<file path="src/rtl/irq_guard_pkg.sv">
package irq_guard_pkg;
  localparam int unsigned IRQ_LINES = 16;
  localparam int unsigned IRQ_IDX_W = $clog2(IRQ_LINES);
  typedef logic [IRQ_LINES-1:0] irq_vec_t;
  typedef logic [IRQ_IDX_W-1:0] irq_idx_t;
endpackage

</file>
<file path="src/rtl/irq_cfg_regs.sv">
module irq_cfg_regs #(
  parameter int unsigned N = 16
) (
  input  logic         clk_i,
  input  logic         rst_ni,
  input  logic         mask_we_i,
  input  logic [N-1:0] mask_wdata_i,
  input  logic         gie_we_i,
  input  logic         gie_wdata_i,
  output logic [N-1:0] mask_o,
  output logic         gie_o
);
  logic [N-1:0] mask_q, mask_d;
  logic         gie_q, gie_d;

  always_comb begin
    mask_d = mask_q;
    gie_d  = gie_q;
    if (mask_we_i) mask_d = mask_wdata_i;
    if (gie_we_i)  gie_d  = gie_wdata_i;
  end

  always_ff @(posedge clk_i or negedge rst_ni) begin
    if (!rst_ni) begin
      mask_q <= '0;
      gie_q  <= 1'b0;
    end else begin
      if (mask_we_i) mask_q <= mask_d;
      if (gie_we_i)  gie_q  <= gie_d;
    end
  end

  assign mask_o = mask_q;
  assign gie_o  = gie_q;

  AST_MASK_LOAD: assert property (@(posedge clk_i) disable iff (!rst_ni)
    mask_we_i |=> mask_q == $past(mask_wdata_i));
  AST_MASK_HOLD: assert property (@(posedge clk_i) disable iff (!rst_ni)
    !mask_we_i |=> $stable(mask_q));
endmodule

</file>
<file path="src/rtl/irq_lowest_pick.sv">
module irq_lowest_pick #(
  parameter int unsigned N = 16,
  parameter int unsigned W = $clog2(N)
) (
  input  logic         clk_i,
  input  logic         rst_ni,
  input  logic [N-1:0] pend_i,
  output logic         any_o,
  output logic [W-1:0] idx_o
);
  logic [N:0]   seen;
  logic [N-1:0] grant;

  assign seen[0] = 1'b0;
  for (genvar g = 0; g < N; g++) begin : g_chain
    assign seen[g+1] = seen[g] | pend_i[g];
    assign grant[g]  = pend_i[g] & ~seen[g];
  end

  always_comb begin
    idx_o = '0;
    for (int i = 0; i < N; i++) begin
      if (grant[i]) idx_o = idx_o | W'(i);
    end
  end

  assign any_o = seen[N];

  AST_WINNER_PENDING: assert property (@(posedge clk_i) disable iff (!rst_ni)
    any_o |-> pend_i[idx_o]);
  AST_NONE_BELOW: assert property (@(posedge clk_i) disable iff (!rst_ni)
    any_o |-> ((pend_i & ((N'(1) << idx_o) - N'(1))) == '0));
endmodule

</file>
<file path="src/rtl/irq_service_ctrl.sv">
module irq_service_ctrl #(
  parameter int unsigned W = 4
) (
  input  logic         clk_i,
  input  logic         rst_ni,
  input  logic         enable_i,
  input  logic         any_i,
  input  logic [W-1:0] idx_i,
  input  logic         eoi_i,
  output logic         active_o,
  output logic [W-1:0] cause_o
);
  logic         act_q, act_d;
  logic [W-1:0] cause_q, cause_d;
  logic         cause_en;

  always_comb begin
    act_d    = act_q;
    cause_d  = cause_q;
    cause_en = 1'b0;
    if (act_q) begin
      if (eoi_i) act_d = 1'b0;
    end else if (enable_i && any_i) begin
      act_d    = 1'b1;
      cause_d  = idx_i;
      cause_en = 1'b1;
    end
  end

  always_ff @(posedge clk_i or negedge rst_ni) begin
    if (!rst_ni) begin
      act_q   <= 1'b0;
      cause_q <= '0;
    end else begin
      act_q <= act_d;
      if (cause_en) cause_q <= cause_d;
    end
  end

  assign active_o = act_q;
  assign cause_o  = cause_q;

  AST_ENTRY_QUALIFIED: assert property (@(posedge clk_i) disable iff (!rst_ni)
    $rose(act_q) |-> $past(enable_i && any_i));
  AST_NO_NESTING: assert property (@(posedge clk_i) disable iff (!rst_ni)
    (act_q && !eoi_i) |=> (act_q && $stable(cause_q)));
  AST_EOI_RELEASE: assert property (@(posedge clk_i) disable iff (!rst_ni)
    (act_q && eoi_i) |=> !act_q);
  AST_CAUSE_ON_ENTRY: assert property (@(posedge clk_i) disable iff (!rst_ni)
    $rose(act_q) |-> cause_q == $past(idx_i));
endmodule

</file>
<file path="src/rtl/irq_guard_ctrl.sv">
module irq_guard_ctrl
  import irq_guard_pkg::*;
(
  input  logic     clk_i,
  input  logic     rst_ni,
  input  irq_vec_t req_i,
  input  logic     mask_we_i,
  input  irq_vec_t mask_wdata_i,
  input  logic     gie_we_i,
  input  logic     gie_wdata_i,
  input  logic     eoi_i,
  output logic     irq_o,
  output irq_idx_t cause_o,
  output irq_vec_t pending_o,
  output irq_vec_t mask_o,
  output logic     gie_o
);
  logic [1:0] rst_sync_q;
  logic       rst_n;
  irq_vec_t   mask;
  logic       gie;
  irq_vec_t   pend;
  logic       any;
  irq_idx_t   win_idx;

  always_ff @(posedge clk_i or negedge rst_ni) begin
    if (!rst_ni) rst_sync_q <= 2'b00;
    else         rst_sync_q <= {rst_sync_q[0], 1'b1};
  end
  assign rst_n = rst_sync_q[1];

  irq_cfg_regs #(.N(IRQ_LINES)) u_cfg (
    .clk_i        (clk_i),
    .rst_ni       (rst_n),
    .mask_we_i    (mask_we_i),
    .mask_wdata_i (mask_wdata_i),
    .gie_we_i     (gie_we_i),
    .gie_wdata_i  (gie_wdata_i),
    .mask_o       (mask),
    .gie_o        (gie)
  );

  assign pend = req_i & mask;

  irq_lowest_pick #(.N(IRQ_LINES), .W(IRQ_IDX_W)) u_pick (
    .clk_i  (clk_i),
    .rst_ni (rst_n),
    .pend_i (pend),
    .any_o  (any),
    .idx_o  (win_idx)
  );

  irq_service_ctrl #(.W(IRQ_IDX_W)) u_svc (
    .clk_i    (clk_i),
    .rst_ni   (rst_n),
    .enable_i (gie),
    .any_i    (any),
    .idx_i    (win_idx),
    .eoi_i    (eoi_i),
    .active_o (irq_o),
    .cause_o  (cause_o)
  );

  assign pending_o = pend;
  assign mask_o    = mask;
  assign gie_o     = gie;

  AST_GATED_ENTRY: assert property (@(posedge clk_i) disable iff (!rst_n)
    $rose(irq_o) |-> $past(gie_o && (pending_o != '0)));
endmodule

</file>
<file path="config.mk">
export PLATFORM = sky130hd
export DESIGN_NAME = irq_guard_ctrl
export DESIGN_NICKNAME = d
export VERILOG_FILES = /design/src/rtl/irq_guard_pkg.sv /design/src/rtl/irq_cfg_regs.sv /design/src/rtl/irq_lowest_pick.sv /design/src/rtl/irq_service_ctrl.sv /design/src/rtl/irq_guard_ctrl.sv
export SDC_FILE = /design/constraint.sdc
export NUM_CORES = 1
export LEC_CHECK = 0
export BUFFER_PORTS_ARGS = -buffer_cell sky130_fd_sc_hd__buf_2
export CORE_MARGIN = 3
export CORE_UTILIZATION = 35
export DETAILED_ROUTE_END_ITERATION = 6
export GPL_TIMING_DRIVEN = 0
export PLACE_DENSITY = 0.65
export RECOVER_POWER = 25
export SLEW_MARGIN = 20
export SYNTH_ARGS = -nofsm -noshare
export SYNTH_HDL_FRONTEND = slang
export SYNTH_SLANG_ARGS = --single-unit
</file>
<file path="constraint.sdc">
create_clock -name clk_i -period 0.9 [get_ports clk_i]
set_input_delay 0 -clock clk_i [delete_from_list [all_inputs] [get_ports clk_i]]
set_output_delay 0 -clock clk_i [all_outputs]
set_load 0.03 [all_outputs]
</file>
==> Flow_metrics.wiki <==
{| class="wikitable"
! Metric !! Value
|-
| Result of the run || finished with violations
|-
| Failing checks || setup timing
|-
| Multi-input combinational cell area || 604.3 um2
|-
| Ys async rst share || 1.000
|-
| First-pass GRT wire length || 6306 um
|-
| CTS Buf Count || 3
|-
| Critical path type || reg -> reg
|-
| Highest-count cells in the layout ignoring fill and taps || sky130_fd_sc_hd__buf_6 (52), sky130_fd_sc_hd__buf_2 (36), sky130_fd_sc_hd__dlygate4sd3_1 (21)
|-
| Placed Area || 1610 um2
|-
| CP startpoint kind || flip-flop
|-
| Minimum setup slack after placement || -820.9 ps
|-
| Die Outline Area || 4044 um2
|-
| Sequential share of power || 0.349
|-
| Crit-path cells || a222oi_1 -> nand4_1 -> and4bb_1 -> a21oi_1 -> a31oi_1
|-
| Initial core utilization || 0.3742
|-
| Insertion delay of the later-clocked pin in the worst-skew pair || 330 ps
|-
| Pwr/cell area || 1705 nW/um2
|-
| Cell internal pwr || 0.002693 W
|-
| Clock network fraction of design power || 0.192
|-
| Time the worst path needs with I/O delays and setup || 1843 ps
|-
| Final net count || 265
|-
| Arrival time at the worst endpoint || 2100 ps
|-
| Maximum number of pins on one net before global-route repair || 23
|-
| Design Area, Final || 2419 um2
|-
| Number of enable flip-flop cells after synthesis || 0
|-
| Kind of path behind the tightest hold check || in -> reg
|-
| Post-synthesis sequential element count || 24
|-
| Net switching power of the design || 0.001432 W
|-
| Overall Global Routing Usage || 0.1997
|-
| Avg Synthesized Cell Area || 11.16 um2
|-
| Switching share of total power || 0.3471
|-
| Post-Route Utilization || 0.7794
|-
| # clock sinks || 24
|-
| Distinct cell type count of the synthesized netlist || 27
|-
| Seq/Total Area, Yosys || 0.5172
|-
| Cell count after synthesis || 104
|-
| Number of I/O pins || 76
|-
| Count of pins over their slew limit || 0
|-
| Critical Path RT || 1150 ps
|-
| Number of core rows || 20
|-
| Endpoints failing hold || 0
|-
| Antenna violations before repair || 0
|-
| Die Y-Extent || 63.60 um
|-
| ANT cells || 0
|-
| Kind of cell with the highest combined delay on the critical path || compound AO/OA/AOI/OAI gates
|-
| Highest clock frequency the design can meet || 542.5 MHz
|-
| Most common cell after layout, fill and taps aside || sky130_fd_sc_hd__buf_6
|-
| Placer congestion estimate || 0.8013
|-
| Number of global-route vias before repair || 1,353
|-
| Kind of capture point of the worst setup path || flip-flop
|-
| Leak pwr || 1.190 nW
|-
| Max VDD drop || 0.0008547 V
|-
| Net count after synthesis || 142
|-
| Area delta synth->final || 108.3%
|-
| WL/cell || 15.96 um
|-
| Clock tree from TritonCTS || yes
|-
| Number of warning messages in the yosys log || 0
|-
| Critical path's slowest cell || sky130_fd_sc_hd__a222oi_1
|-
| Period Utilization, post-route || 2.048
|-
| Width of the chip || 63.60 um
|-
| Synthesized cell area || 1161 um2
|-
| Count of H-tree levels built during CTS || 1
|-
| Final setup violation count || 47
|-
| Buffers & Inverters on Critical Path || 0
|-
| Clock edge transition at the registers on the reported setup and hold paths || 140 ps
|-
| Area inside the core boundary || 3103 um2
|-
| Fill count || 209
|-
| Post-DP HPWL || 2533 um
|-
| Crit path setup slack, layout || -943.4 ps
|-
| Buffers on Ports || 74
|-
| DRC violation count after routing || 0
|-
| CP Max Fanout || 3
|-
| Unrepaired setup endpoints after global routing || true
|-
| Max clock buf depth || 2
|-
| Remaining antenna violation count after routing || 0
|-
| Maximum single-stage delay on the critical path || 510 ps
|-
| Setup TNS || -9753 ps
|-
| Setup clock skew after layout || 9.358 ps
|-
| Actual transition at the worst max-transition pin || 527.9 ps
|-
| Proportion of layout cells with a drive suffix above 1 || 0.6726
|-
| Global route total overflow || 0
|-
| Aggregate routed wire length || 4309 um
|-
| Via/cell ratio || 4.837
|-
| Library cell used as clock root buffer || sky130_fd_sc_hd__clkbuf_4
|-
| Detailed-routing iteration count for the pre-antenna-repair pass || 4
|-
| Vias after detailed routing || 1,306
|-
| Worst slew margin relative to its limit || 0.6481
|-
| FF/Latch Area || 621.8 um2
|-
| Commonest register cell after synthesis || sky130_fd_sc_hd__dfrtp_1
|-
| Part of the total power dissipated in combinational logic || 0.459
|-
| Drt initial violations || 26
|-
| Max Cap Viol || 0
|}
-- flip-flops by register name, summed over array words and instances (netlist names) --
signal / cells
u_cfg.gie_o: 1
u_svc.active_o: 1
u_cfg.mask_o: 16
u_svc.cause_o: 4
rst_sync_q: 2
-- layout make-up --
class	instances	area share
Inverter	7	0.01190
Tap cell	44	0.02276
Multi-Input combinational cell	71	0.2499
Clock buffer	3	0.009312
Buffer	2	0.005173
Timing Repair Buffer	118	0.4315
Sequential cell	24	0.2571
Clock inverter	1	0.01242
-- metrics by stage --
step	std cells	hold WS, ps	power, W
finish	270	47.27	0.004125
global route	270	50.90	0.004298
CTS	257	50.83	0.003841
detailed placement	222	-212.8	0.002581
global placement	222	-214.1	0.002553
floorplan	104	-295.6	0.002176
-- worst paths after layout --
check / from / endpoint / slack (ps) / depth (start not counted)
worst min register to register: rst_sync_q[1] / u_cfg.mask_o[7] / 240 / 0
worst max register to register: u_cfg.mask_o[6] / u_svc.cause_o[0] / -940 / 5
max in group asynchronous: rst_ni / rst_sync_q[1] / 260 / 3
worst max-delay path: u_cfg.mask_o[6] / u_svc.cause_o[0] / -940 / 5
min in group asynchronous: rst_sync_q[1] / u_cfg.mask_o[7] / 240 / 0
worst min-delay path: mask_we_i / u_cfg.mask_o[1] / 50 / 2
-- Yosys cell counts (2+ instances only) --
master	number	area [um2]
sky130_fd_sc_hd__o21a_1	2	15.01
sky130_fd_sc_hd__and2_1	9	56.30
sky130_fd_sc_hd__a22oi_1	5	37.54
sky130_fd_sc_hd__inv_1	7	26.28
sky130_fd_sc_hd__a21oi_1	6	30.03
sky130_fd_sc_hd__o31ai_1	2	15.01
sky130_fd_sc_hd__and2_2	2	15.01
sky130_fd_sc_hd__dfrtp_1	24	600.6
sky130_fd_sc_hd__nor2_1	5	18.77
sky130_fd_sc_hd__nand2_1	8	30.03
sky130_fd_sc_hd__nand4_1	2	12.51
sky130_fd_sc_hd__o21ai_1	2	10.01
sky130_fd_sc_hd__mux2_1	16	180.2
-- layer usage --
| layer | track usage | up-vias | share of wire | routed length, um |
|---|---|---|---|---|
| li1 | - | 613 | - | - |
| met1 | 0.2207 | 619 | 0.38 | 1620 |
| met2 | 0.3664 | 63 | 0.53 | 2302 |
| met3 | 0.04635 | 11 | 0.065 | 279 |
| met4 | 0.07547 | 0 | 0.025 | 106 |
| met5 | 0 | - | 0 | 0 |
-- kinds of logic after synthesis --
logic type             Yosys count  synth area share
multiplexers                    17            0.1649
buffers and inverters            9           0.03017
other                            1          0.003230
flip-flops                      24            0.5172
AND/OR/NAND/NOR                 29            0.1379
AO/OA/AOI/OAI                   24            0.1466
-- worst reg2reg max path: stages, from the launching register on --
cell	delay, ps
sky130_fd_sc_hd__dfrtp_2	430
sky130_fd_sc_hd__a222oi_1	510
sky130_fd_sc_hd__nand4_1	290
sky130_fd_sc_hd__and4bb_1	330
sky130_fd_sc_hd__a21oi_1	40
sky130_fd_sc_hd__a31oi_1	160
-- what timing repair did --
item                                    4_1_cts  5_1_grt
hold buffers                                 21        0
hold endpoints to repair                     20        0
gates cloned                                  0        0
setup buffers                                10       16
pin swaps                                     3        1
endpoints found under the setup margin       65       46
gates resized for setup                      98       28
-- power groups by stage --
stage	Sequential, W	Clock [W]	Combinational (W)
floorplan	0.00173	0	0.000447
global placement	0.00141	0	0.00115
detailed placement	0.00142	0	0.00116
CTS	0.00143	0.000790	0.00162
global route	0.00146	0.000845	0.00199
finish	0.00144	0.000792	0.00189
(Power assumes the default switching activity.)
